==> config.mk <==
export PLATFORM = sky130hd
export DESIGN_NAME = omc_cell
export DESIGN_NICKNAME = d
export VERILOG_FILES = /design/src/rtl/omc_pkg.sv /design/src/rtl/omc_sum.sv /design/src/rtl/omc_store.sv /design/src/rtl/omc_route.sv /design/src/rtl/omc_cell.sv
export SDC_FILE = /design/constraint.sdc
export NUM_CORES = 1
export LEC_CHECK = 0
export ABC_AREA = 1
export CORE_AREA = 8 8 45 47
export DETAILED_ROUTE_END_ITERATION = 6
export DIE_AREA = 0 0 53 55
export SKIP_LAST_GASP = 1
export SLEW_MARGIN = 20
export SYNTH_ARGS = -nofsm -noshare
export SYNTH_HDL_FRONTEND = slang
export SYNTH_HIERARCHICAL = 1
export SYNTH_SLANG_ARGS = --single-unit
==> constraint.sdc <==
create_clock -name clk -period 1 [get_ports clk]
set_input_delay 0.2 -clock clk [delete_from_list [all_inputs] [get_ports clk]]
set_output_delay 0.2 -clock clk [all_outputs]
set_load 0.005 [all_outputs]
==> src/rtl/omc_pkg.sv <==
package omc_pkg;

    typedef enum logic [1:0] {
        ARCH_REG    = 2'b00,
        ARCH_BIDIR  = 2'b01,
        ARCH_FIXIN  = 2'b10,
        ARCH_FIXOUT = 2'b11
    } arch_e;

    typedef struct packed {
        logic drive;
        logic en;
        logic fb;
    } pad_view_t;

    function automatic logic apply_pol(input logic s, input logic keep);
        return keep ? s : ~s;
    endfunction

endpackage

==> src/rtl/omc_sum.sv <==
module omc_sum #(
    parameter int N_TERMS = 8
) (
    input  logic [N_TERMS-1:0] terms,
    input  logic               pol_true,
    output logic               comb_val,
    output logic               d_val
);
    import omc_pkg::*;

    localparam int LAST = N_TERMS - 1;

    logic [LAST:0] chain;

    genvar g;
    generate
        for (g = 0; g < N_TERMS; g++) begin : g_or
            if (g == 0) begin : g_first
                assign chain[g] = terms[g];
            end else begin : g_rest
                assign chain[g] = chain[g-1] | terms[g];
            end
        end
    endgenerate

    always_comb begin
        comb_val = apply_pol(chain[LAST], pol_true);
        // register feeds an inverting buffer, so store the complement
        d_val    = ~comb_val;
    end

endmodule

==> src/rtl/omc_store.sv <==
module omc_store (
    input  logic clk,
    input  logic rst,
    input  logic clr_term,
    input  logic set_term,
    input  logic preload,
    input  logic pin_in,
    input  logic d_val,
    output logic q
);

    always_ff @(posedge clk or posedge clr_term) begin
        if (clr_term)     q <= 1'b0;
        else if (rst)     q <= 1'b0;
        else if (preload) q <= pin_in;
        else if (set_term) q <= 1'b1;
        else              q <= d_val;
    end

    p_clear_empties_r7: assert property (@(posedge clk) disable iff (rst)
        clr_term |-> (q == 1'b0));

    p_set_next_edge_r8: assert property (@(posedge clk) disable iff (rst)
        (set_term && !clr_term && !preload) |=> (q || clr_term));

    p_preload_copies_r9: assert property (@(posedge clk) disable iff (rst)
        (preload && !clr_term) |=> ((q == $past(pin_in)) || clr_term));

    p_reset_clears_r6: assert property (@(posedge clk) disable iff (clr_term)
        rst |=> (q == 1'b0));

endmodule

==> src/rtl/omc_route.sv <==
module omc_route (
    input  logic             clk,
    input  logic             rst,
    input  omc_pkg::arch_e   mode,
    input  logic             q,
    input  logic             comb_val,
    input  logic             dir_term,
    input  logic             glob_oe,
    input  logic             preload,
    input  logic             pin_in,
    output omc_pkg::pad_view_t pad
);
    import omc_pkg::*;

    pad_view_t base;

    always_comb begin
        unique case (mode)
            ARCH_REG:    base = '{drive: ~q,       en: glob_oe,  fb: q};
            ARCH_BIDIR:  base = '{drive: comb_val, en: dir_term, fb: pin_in};
            ARCH_FIXIN:  base = '{drive: comb_val, en: 1'b0,     fb: pin_in};
            default:     base = '{drive: comb_val, en: 1'b1,     fb: 1'b0};
        endcase
        pad    = base;
        pad.en = base.en & ~preload;
    end

    p_driver_off_r4_r9: assert property (@(posedge clk) disable iff (rst)
        (preload || mode == ARCH_FIXIN) |-> !pad.en);

    p_fixed_out_r5: assert property (@(posedge clk) disable iff (rst)
        (mode == ARCH_FIXOUT && !preload) |-> (pad.en && !pad.fb));

    p_reg_inverts_r2: assert property (@(posedge clk) disable iff (rst)
        (mode == ARCH_REG) |-> (pad.drive != pad.fb));

endmodule

==> src/rtl/omc_cell.sv <==
module omc_cell #(
    parameter int N_TERMS = 8
) (
    input  logic               clk,
    input  logic               rst,
    input  logic [1:0]         arch_mode,
    input  logic               pol_true,
    input  logic [N_TERMS-1:0] sum_terms,
    input  logic               dir_term,
    input  logic               glob_oe,
    input  logic               clr_term,
    input  logic               set_term,
    input  logic               preload_req,
    input  logic               pin_in,
    output logic               pin_out,
    output logic               pin_oe,
    output logic               fb_out
);
    import omc_pkg::*;

    logic      comb_val;
    logic      d_val;
    logic      q;
    pad_view_t pad;
    arch_e     mode;

    assign mode = arch_e'(arch_mode);

    omc_sum #(.N_TERMS(N_TERMS)) u_sum (
        .terms    (sum_terms),
        .pol_true (pol_true),
        .comb_val (comb_val),
        .d_val    (d_val)
    );

    omc_store u_store (
        .clk      (clk),
        .rst      (rst),
        .clr_term (clr_term),
        .set_term (set_term),
        .preload  (preload_req),
        .pin_in   (pin_in),
        .d_val    (d_val),
        .q        (q)
    );

    omc_route u_route (
        .clk      (clk),
        .rst      (rst),
        .mode     (mode),
        .q        (q),
        .comb_val (comb_val),
        .dir_term (dir_term),
        .glob_oe  (glob_oe),
        .preload  (preload_req),
        .pin_in   (pin_in),
        .pad      (pad)
    );

    assign pin_out = pad.drive;
    assign pin_oe  = pad.en;
    assign fb_out  = pad.fb;

endmodule

# Yosys cells after proc, flatten, opt, wreduce, memory -nomap -nowiden
# Cells that the tools add are included.
# Widths: inputs -> output; s select.
word_totals:
  out_inout_bits: 3
  word_cells: 21
  ff_bits: 1
  input_bits: 19
classes:
  mux: 5
  n_bitwise: 12
  n_reduce_logical: 1
  eq_ne: 2
op_table:
  columns: ["op", "n"]
  rows:
  - ["$pmux 3 s3", 1]
  - ["$or 1x1->1", 7]
  - ["$mux 1", 4]
  - ["$not 1->1", 4]
  - ["$eq 2x1->1 const B", 1]
  - ["$eq 2x2->1 const B", 1]
  - ["$logic_not 2->1", 1]
  - ["$and 1x1->1", 1]

# Depth between registers and ports, before layout
logic_depth:
  word_depth: 13
  ltp_mapped: 9
  mapped_depth_nobuf: 9

# Cells and area by module
# Netlist, hierarchy kept.
by_module_without_submodules:
  columns: ["module", "seq_area_each_um2", "instances", "cells_each", "area_each_um2"]
  rows:
  - ["omc_store", 25.0, 1, 11, 62.6]
  - ["omc_sum", 0.0, 1, 14, 57.6]
  - ["omc_route", 0.0, 1, 11, 48.8]

# Least setup slack after synthesis
# Ideal clock, no wire load.
synth_path:
  path_type: "in2out"
  from: "input port sum_terms[7]"
  to: "output port pin_out"
  stages: 7
  t_required_ns: 0.800
  arrival_time_ns: 0.699
  slack_ns: 0.101
  path_buffers: 0
  cell_sequence: "nor2_1 nand2_1 nor2_2 nand2_1 nand2_1 nand2_1 o21ai_1"
synth_via:
  elab_chain_len: 4
synth_rtl:
  columns: ["element", "line", "source"]
  rows:
  - ["start, declared", "omc_cell.sv:8", "input logic [N_TERMS-1:0] sum_terms,"]
  - ["$or 1x1->1 (*)", "omc_sum.sv:21", "assign chain[g] = chain[g-1] | terms[g];"]
  - ["$not 1->1", "omc_pkg.sv:17", "return keep ? s : ~s;"]
  - ["$mux 1 (*)", "omc_pkg.sv:17", null]
  - ["via comb_val", "omc_cell.sv:21", "logic comb_val;"]
  - ["$pmux 3 s3 (*)", "omc_route.sv:18", "unique case (mode)"]
  - ["end, declared", "omc_cell.sv:15", "output logic pin_out,"]
# Mark *: on every way through the listed nets, which the timed path passes. The rest lies on a longest branch.

# Worst setup path in the final report
# Same ends and word-level chain as after synthesis.

==> metrics.txt <==
WL/cell 9.24 um; final instance area between 400 and 500 um^2; initial antenna violation count 0; Die Ht between 50 and 60 um; Yosys reg bits 1; Avg Cell Area, Syn around 4.7 um^2; RSZ-0062 raised after global routing true; Yosys Warn Count 6; total track usage under 10%; GRT overflow 0; vias in the first global route approximately 270; Largest register FFs 1; Yosys top cell area share 26.7%; Final WS setup -0.130 ns; port buffer count 21; Die X between 50 and 60 um; worst-path fanout max 3; Antenna Cells 0; Largest Register u_store/q; Crit Path Class input pin to output port; top flop regs u_store/q x1; Pleak ~0.24 nW; Clock Power Share 0%; sequential area share after synthesis between 10% and 20%; status finished with violations; clock transition at the registers of the reported paths 0 ns; Hold Vio Cnt, Final 0; Mapped Area 169 um^2; layout net count between 80 and 90; tightest hold margin 0.347 ns; Final GP Congestion about 0.60; Sw Share between 20% and 30%; fin cells 78; Post-CTS Hold Buffers 0; Final Util between 30% and 40%; core region area between 1000 and 1500 um^2; P_sw roughly 58 uW; CP endpoint kind output port; power per cell area 414 nW/um^2; Initial DRT Pass Iterations 2; DRT antenna net count 0; FILL cells around 170; Initial DRC Count 3; fraction of layout cells with a size suffix above 1 between 40% and 50%; Post-Place Worst Slack -0.865 ns; Final period util 113%; die area 2920 um^2; Worst VDD drop 0.000199 V; HPWL Detailed roughly 600 um; Area growth syn-to-layout 182%; CP arrival roughly 0.93 ns; Placed Cells 74; Via density approximately 3.6; Comb power frac between 70 and 80%; Slew Viols, Final 0; io pins 22; routed wire length ~720 um; CP required around 0.8 ns; # DRC 0; sequential fraction of design power 23.3%; count of cell types in the netlist 8; pin count of the biggest net entering global routing 4; fin crit period 1.13 ns; Setup crit start kind input pin; initial core utilization about 12%; worst slew pin tran 0.142 ns; worst min path class input pin to asynchronous set/reset pin; Setup-failing EPs final 2; DR vias about 280; Syn Inst Count 36; Post-Place Cell Area roughly 410 um^2; internal power 139 uW; failing checks negative setup slack; syn nets between 50 and 60; max cap viols 0; Sum Neg Setup Slack -0.191 ns; Slew HR about nine tenths; first-pass GRT wire length 1150 um; total power ~200 uW; row count 14; FMAX between 0.8 and 0.9 GHz; main area contributors after synthesis nand2_1 (27%), nor2_1 (18%), inv_1 (16%); dominant cell type by area after synthesis nand2_1
Yosys cell counts:
| cell | instances |
|---|---|
| nand2_1 | 12 |
| nor2_1 | 8 |
| inv_1 | 7 |
| o21ai_0 | 4 |
| nor2_2 | 2 |
| a21oi_1 | 1 |
| dfrtp_1 | 1 |
| o21ai_1 | 1 |
routing by layer:
layer  vias to the layer above  part of all wire, %  track usage, %
met5                         -                    0               0
li1                        160                    -               -
met2                         7                   58            9.38
met1                       115                   35            5.29
met4                         0                    0               0
met3                         0                  7.2            1.34
layout make-up:
class                      instances  area [um^2]  area share (%)
timing repair buffer              26          241            50.7
multi-input combinational         28          164            34.4
inverter                           7         26.3            5.51
sequential                         1         25.0            5.25
tap                               16         20.0            4.20
power by group through the flow:
stage	sequential (mW)	combinational (mW)	clock (mW)
floorplan	0.0451	0.0333	0
global placement	0.0458	0.132	0
detailed placement	0.0461	0.133	0
CTS	0.0461	0.113	0
global route	0.0463	0.167	0
finish	0.0460	0.151	0
layout by cell type, fill, tap and decap left out, drive strengths merged:
cell type      count
clkdlybuf4s50      3
nor2              10
a21oi              1
dlygate4sd2        5
o21ai              5
dfrtp              1
nand2             12
buf               18
inv                7
cell families (layout without fill, tap and decap cells):
family / count (synthesis) / count (layout) / share of synthesized area [%]
AOI/OAI and AO/OA: 6 / 6 / 17.8
DFF: 1 / 1 / 14.8
and+or+nand+nor: 22 / 22 / 51.8
buffers and inverters: 7 / 33 / 15.6
worst max-delay path: stages:
cell and delay (ns):
buf_6 0.09, nor2_4 0.09, nand2_2 0.09, nor2_4 0.12, nand2_1 0.06, nand2_1 0.06, nand2_1 0.05, o21ai_1 0.06
buf_2 0.12
worst max-delay path by stage:
stage / depth (start not counted) / from / to
finish: 9 / sum_terms[7] / pin_out
global route: 9 / sum_terms[7] / pin_out
CTS: 9 / sum_terms[0] / pin_out
detailed placement: 9 / sum_terms[7] / pin_out
global placement: 9 / sum_terms[7] / pin_out
floorplan: 7 / sum_terms[7] / pin_out
what timing repair did:
action	in CTS	in global routing
cloned	0	0
setup buffers	3	1
endpoints found under the setup margin	4	4
resized for setup	57	23
pin swaps	14	13
Power figures use the tool's default switching activity.
